$ cat src/rtl/pinctl_pkg.sv
package pinctl_pkg;
  // pin roles by index
  localparam int PIN_EXT   = 0;
  localparam int PIN_SMI   = 1;
  localparam int PIN_MCK   = 2;
  localparam int PIN_CKSTP = 3;
  localparam int PIN_HRST  = 4;
  localparam int PIN_SRST  = 5;
  localparam int PIN_TBEN  = 6;
  localparam int NUM_KNOWN = 7;

  // pending bit positions decoded by the core
  localparam int PB_EXT = 0;
  localparam int PB_SMI = 1;
  localparam int PB_MCK = 2;
  localparam int PB_RST = 3;

  typedef struct packed {
    logic extSet;
    logic extClr;
    logic smiSet;
    logic smiClr;
    logic mckSet;
    logic rstSet;
    logic rstClr;
    logic haltSet;
    logic sysReset;
    logic tbOn;
    logic tbOff;
  } pin_strobe_t;
endpackage

$ cat src/rtl/pinctl_sync.sv
module pinctl_sync #(
  parameter int W      = 8,
  parameter int STAGES = 2
) (
  input  logic         clk,
  input  logic         rst,
  input  logic [W-1:0] din,
  output logic [W-1:0] dout
);
  logic [W-1:0] chain [STAGES];

  always_ff @(posedge clk) begin
    if (rst) chain[0] <= '0;
    else     chain[0] <= din;
  end

  for (genvar s = 1; s < STAGES; s++) begin : g_stage
    always_ff @(posedge clk) begin
      if (rst) chain[s] <= '0;
      else     chain[s] <= chain[s-1];
    end
  end

  assign dout = chain[STAGES-1];
endmodule

$ cat src/rtl/pinctl_ctrl.sv
module pinctl_ctrl
  import pinctl_pkg::*;
#(
  parameter int PIN_W = 8
) (
  input  logic             clk,
  input  logic             rst,
  input  logic [PIN_W-1:0] synced,
  output pin_strobe_t      str
);
  localparam logic [PIN_W-1:0] RECOG_MASK = PIN_W'((64'd1 << NUM_KNOWN) - 64'd1);

  logic [PIN_W-1:0] lastLevel;
  logic [PIN_W-1:0] riseVec;
  logic [PIN_W-1:0] fallVec;

  always_ff @(posedge clk) begin
    if (rst) lastLevel <= '0;
    else     lastLevel <= synced & RECOG_MASK;
  end

  always_comb begin
    riseVec = synced & ~lastLevel & RECOG_MASK;
    fallVec = ~synced & lastLevel & RECOG_MASK;
    str.extSet   = riseVec[PIN_EXT];
    str.extClr   = fallVec[PIN_EXT];
    str.smiSet   = riseVec[PIN_SMI];
    str.smiClr   = fallVec[PIN_SMI];
    str.mckSet   = fallVec[PIN_MCK];
    str.rstSet   = riseVec[PIN_SRST];
    str.rstClr   = fallVec[PIN_SRST];
    str.haltSet  = riseVec[PIN_CKSTP];
    str.sysReset = riseVec[PIN_HRST];
    str.tbOn     = riseVec[PIN_TBEN];
    str.tbOff    = fallVec[PIN_TBEN];
  end

  AST_NO_REPEAT_EVENT: assert property (@(posedge clk) disable iff (rst)
    $stable(synced) |-> (str == '0));
endmodule

$ cat src/rtl/pinctl_dp.sv
module pinctl_dp
  import pinctl_pkg::*;
#(
  parameter int PEND_W = 32
) (
  input  logic              clk,
  input  logic              rst,
  input  pin_strobe_t       str,
  input  logic [PEND_W-1:0] ackClear,
  output logic [PEND_W-1:0] pending,
  output logic              irqReq,
  output logic              haltOut,
  output logic              resetReq,
  output logic              tbEnable
);
  logic [PEND_W-1:0] setVec;
  logic [PEND_W-1:0] clrVec;
  logic [PEND_W-1:0] pendNext;

  always_comb begin
    setVec = '0;
    clrVec = '0;
    setVec[PB_EXT] = str.extSet;
    clrVec[PB_EXT] = str.extClr;
    setVec[PB_SMI] = str.smiSet;
    clrVec[PB_SMI] = str.smiClr;
    setVec[PB_MCK] = str.mckSet;
    setVec[PB_RST] = str.rstSet;
    clrVec[PB_RST] = str.rstClr;
    pendNext = (pending & ~ackClear & ~clrVec) | setVec;
  end

  always_ff @(posedge clk) begin
    if (rst) begin
      pending  <= '0;
      irqReq   <= 1'b0;
      haltOut  <= 1'b0;
      resetReq <= 1'b0;
      tbEnable <= 1'b0;
    end else begin
      pending  <= pendNext;
      irqReq   <= |pendNext;
      resetReq <= str.sysReset;
      if (str.haltSet) haltOut <= 1'b1;
      if (str.tbOn)       tbEnable <= 1'b1;
      else if (str.tbOff) tbEnable <= 1'b0;
    end
  end

  AST_HALT_STICKY: assert property (@(posedge clk) disable iff (rst)
    haltOut |=> haltOut);
  AST_MCK_KEPT: assert property (@(posedge clk) disable iff (rst)
    (pending[PB_MCK] && !ackClear[PB_MCK]) |=> pending[PB_MCK]);
  AST_IRQ_SUMMARY: assert property (@(posedge clk) disable iff (rst)
    irqReq == (pending != '0));
  AST_RESET_ONE_CYCLE: assert property (@(posedge clk) disable iff (rst)
    resetReq |=> !resetReq);
endmodule

$ cat src/rtl/pin_irq_ctrl.sv
module pin_irq_ctrl
  import pinctl_pkg::*;
#(
  parameter int PIN_W  = 8,
  parameter int PEND_W = 32
) (
  input  logic              clk,
  input  logic              rst,
  input  logic [PIN_W-1:0]  pinIn,
  input  logic [PEND_W-1:0] ackClear,
  output logic [PEND_W-1:0] pending,
  output logic              irqReq,
  output logic              haltOut,
  output logic              resetReq,
  output logic              tbEnable
);
  logic [PIN_W-1:0] syncedPins;
  pin_strobe_t      strobes;

  pinctl_sync #(.W(PIN_W), .STAGES(2)) u_sync (
    .clk(clk), .rst(rst), .din(pinIn), .dout(syncedPins)
  );

  pinctl_ctrl #(.PIN_W(PIN_W)) u_ctrl (
    .clk(clk), .rst(rst), .synced(syncedPins), .str(strobes)
  );

  pinctl_dp #(.PEND_W(PEND_W)) u_dp (
    .clk(clk), .rst(rst), .str(strobes), .ackClear(ackClear),
    .pending(pending), .irqReq(irqReq), .haltOut(haltOut),
    .resetReq(resetReq), .tbEnable(tbEnable)
  );
endmodule

$ cat config.mk
export PLATFORM = sky130hd
export DESIGN_NAME = pin_irq_ctrl
export DESIGN_NICKNAME = d
export VERILOG_FILES = /design/src/rtl/pinctl_pkg.sv /design/src/rtl/pinctl_sync.sv /design/src/rtl/pinctl_ctrl.sv /design/src/rtl/pinctl_dp.sv /design/src/rtl/pin_irq_ctrl.sv
export SDC_FILE = /design/constraint.sdc
export NUM_CORES = 1
export LEC_CHECK = 0
export CORE_ASPECT_RATIO = 0.9
export CORE_MARGIN = 2
export CORE_UTILIZATION = 44
export CTS_BUF_LIST = sky130_fd_sc_hd__clkbuf_16
export CTS_CLUSTER_SIZE = 25
export DETAILED_ROUTE_END_ITERATION = 8
export PLACE_DENSITY_LB_ADDON = 0.3
export SLEW_MARGIN = 0
export SYNTH_ARGS = -nofsm -noshare
export SYNTH_HDL_FRONTEND = slang
export SYNTH_SLANG_ARGS = --single-unit
export TNS_END_PERCENT = 50
$ cat constraint.sdc
create_clock -name clk -period 2.7 [get_ports clk]
set_clock_uncertainty 0.1 [all_clocks]
set_input_delay 0.405 -clock clk [delete_from_list [all_inputs] [get_ports clk]]
set_output_delay 0.405 -clock clk [all_outputs]
set_load 0.01 [all_outputs]
==> metrics.md <==
| Metric | Value |
|---|---|
| First drt pass iteration count | 4 |
| Crit start category | register |
| Outcome | complete, no violations |
| Worst-Skew Late Latency | just over 0.3 ns |
| Clock transition at path regs | approximately 0.04 ns |
| Fill cells | 297 |
| Crit path buf inv count | 1 |
| Post-Place Cell Area | roughly 2600 sq um |
| Die height | between 60 and 70 um |
| I/O pin cnt | 78 |
| Synth Area per Inst | between 10 and 15 sq um |
| Hold Vio Cnt, Final | 0 |
| Avg Vias per Cell | ~4.5 |
| Total GRT Usage | 0.170 |
| Post-synthesis cell count | 175 |
| Synth area leader | dfxtp_1 |
| DP HPWL | between 2000 and 2500 um |
| Setup slack, reg-to-reg | about 1.4 ns |
| H-Tree Depth | 3 |
| Num CTS Buffers | 9 |
| Antenna violations before repair | 0 |
| # nets final | 300 |
| Max-slew headroom | 0.649 |
| Core box area | around 4000 sq um |
| PostCTS Resize Cnt | 0 |
| Cell Area, Synth | 1800 sq um |
| Fin area | between 2000 and 3000 sq um |
| Final hold slack | just over 0.3 ns |
| Worst setup path category | reg -> out |
| Hold buffers post-CTS | 0 |
| Post-synth top area share | 0.634 |
| Slew @ Worst Pin | between 0.5 and 0.6 ns |
| Gr ovfl total | 0 |
| Die W | slightly above 70 um |
| Power Dens Cells | 669 nW/um^2 |
| Clk root buf | clkbuf_16 |
| Max rail drop VDD | between 0.4 and 0.5 mV |
| Cell family with the largest share of critical-path delay | buffers and inverters |
| Iteration-0 DRC Markers | 67 |
| Core Rows | 22 |
| Max Fclk | about 570 MHz |
| Placer Congestion | 0.736 |
| CP endpoint kind | output pin |
| CTS tree | built |
| Worst EP arrival | 1.23 ns |
| TNS Setup | 0 ns |
| Syn nets | between 200 and 250 |
| WL final | ~3500 um |
| Routed length per instance | ~11 um |
| Pin count of the biggest net entering global routing | 33 |
| Total die area | about 4600 sq um |
| Slew Limit Fails | 0 |
| Initial Utilization | 0.451 |
| Critical-path cell list | clkdlybuf4s50_1 |
| WP data required | between 2 and 2.5 ns |
| Yosys warning total | 0 |
| First-pass GRT wire length | slightly below 6000 um |
| Synthesis-stage register bit count | between 50 and 60 |
| Fin crit share | 0.644 |
| Yosys cell types | 20 |
| Tot Pwr | between 1.5 and 2 mW |
| Static Leak | between 1 and 1.5 nW |
| PortBufs | 76 |
| Final min period | between 1.5 and 2 ns |
| Post-synthesis sequential area ratio | 0.634 |
| Setup-failing EPs final | 0 |
| Area growth, synth to finish | 58.6% |
| Crit-path max cell delay | ~0.55 ns |
| Max-cap violations | 0 |
| DRT antenna net count | 0 |
| HP Class | reg -> reg |
| Synth area leaders | dfxtp_1 (63%), nand2b_1 (10%), nor2_1 (7.5%), nor2b_1 (6.9%), nand4_1 (2.4%) |
| DR vias | around 1,400 |
| Clock buffer depth | 2 |
| Fraction of layout cells with a size suffix above 1 | 0.0763 |
| Vias in the first global route | approximately 1,300 |
| Crit path max fanout | 2 |
| RSZ-0062 raised after global routing | no |
| Diode count | 0 |
| Clock sink total | 57 |
| DR DRC count | 0 |
| Total setup buffers inserted after CTS | 0 |
| Crit-path slowest cell | clkdlybuf4s50_1 |
[routing by layer]
metal | wire, um | vias to the layer above | track usage
met1 | 1620 | 638 | 0.207
met4 | 67 | 0 | 0.113
met5 | 0 | - | 0
li1 | - | 714 | -
met3 | 298 | 6 | 0.0653
met2 | 1540 | 51 | 0.249
[area by class of cell]
type,count,area [sq um],area share
tap,48,60.1,0.0210
clock buffer,9,225,0.0789
sequential,57,1140,0.400
multi-input combinational,105,609,0.213
inverter,7,26.3,0.00920
clock inverter,7,30.0,0.0105
timing repair buffer,77,763,0.267
[cells in the mapped netlist]
cell,number
a41oi_2,1
buf_2,1
nor2_1,36
nand2b_4,1
nor2b_1,20
maj3_2,2
mux2i_1,1
o22ai_1,1
nand2b_1,30
maj3_1,1
nand4_1,7
buf_1,5
inv_2,1
a21oi_1,1
and2_4,1
clkinv_1,1
inv_1,5
ha_1,1
nor4_1,2
dfxtp_1,57
[state kept, by name, summed over array words and instances, names as in the netlist]
register,cells
u_dp.tbEnable,1
u_dp.pending,32
u_sync.chain,14
u_dp.resetReq,1
u_ctrl.lastLevel,7
u_dp.irqReq,1
u_dp.haltOut,1
[metrics by stage]
stage | instances | utilization | worst slack (ns)
5_1_grt | 310 | 0.715 | 0.899
4_1_cts | 310 | 0.715 | 0.936
2_1_floorplan | 175 | - | 1.40
6_report | 310 | 0.715 | 0.961
3_5_place_dp | 294 | 0.651 | 0.832
3_3_place_gp | 294 | 0.651 | 0.853
[report_power, final]
part	leakage (nW)	internal (mW)	switching (mW)	total, mW
Combinational	0.528	0.0789	0.0310	0.110
Sequential	0.463	0.861	0.00562	0.867
Clock	0.136	0.598	0.336	0.934
[placed cells by master (no fill, tap or decap)]
master / n
maj3_1: 1
inv_1: 7
buf_4: 1
nand2b_4: 1
maj3_2: 2
a41oi_2: 1
ha_1: 1
and2_4: 1
nor2b_1: 20
o22ai_1: 1
nand2b_1: 30
inv_2: 1
clkbuf_16: 9
nor4_1: 2
dfxtp_1: 57
clkinv_2: 3
nand4_1: 7
clkdlybuf4s50_1: 75
nor2_1: 36
mux2i_1: 1
buf_2: 1
clkinv_1: 3
a21oi_1: 1
[final timing paths]
kind,startpoint,to,depth (start not counted)
max,u_dp.pending[1],pending[1],1
min reg2reg,u_ctrl.lastLevel[4],u_dp.resetReq,1
max reg2reg,u_dp.pending[13],u_dp.irqReq,4
min,u_ctrl.lastLevel[4],u_dp.resetReq,1
[logic make-up after synthesis]
kind of cell,share of synthesized area
AND/OR/NAND/NOR,0.293
flip-flops,0.634
buffers and inverters,0.0278
adder cells (fa/ha/maj),0.0250
AO/OA/AOI/OAI,0.0153
multiplexers,0.00556
Note: power is estimated with default switching activity, not from simulation.
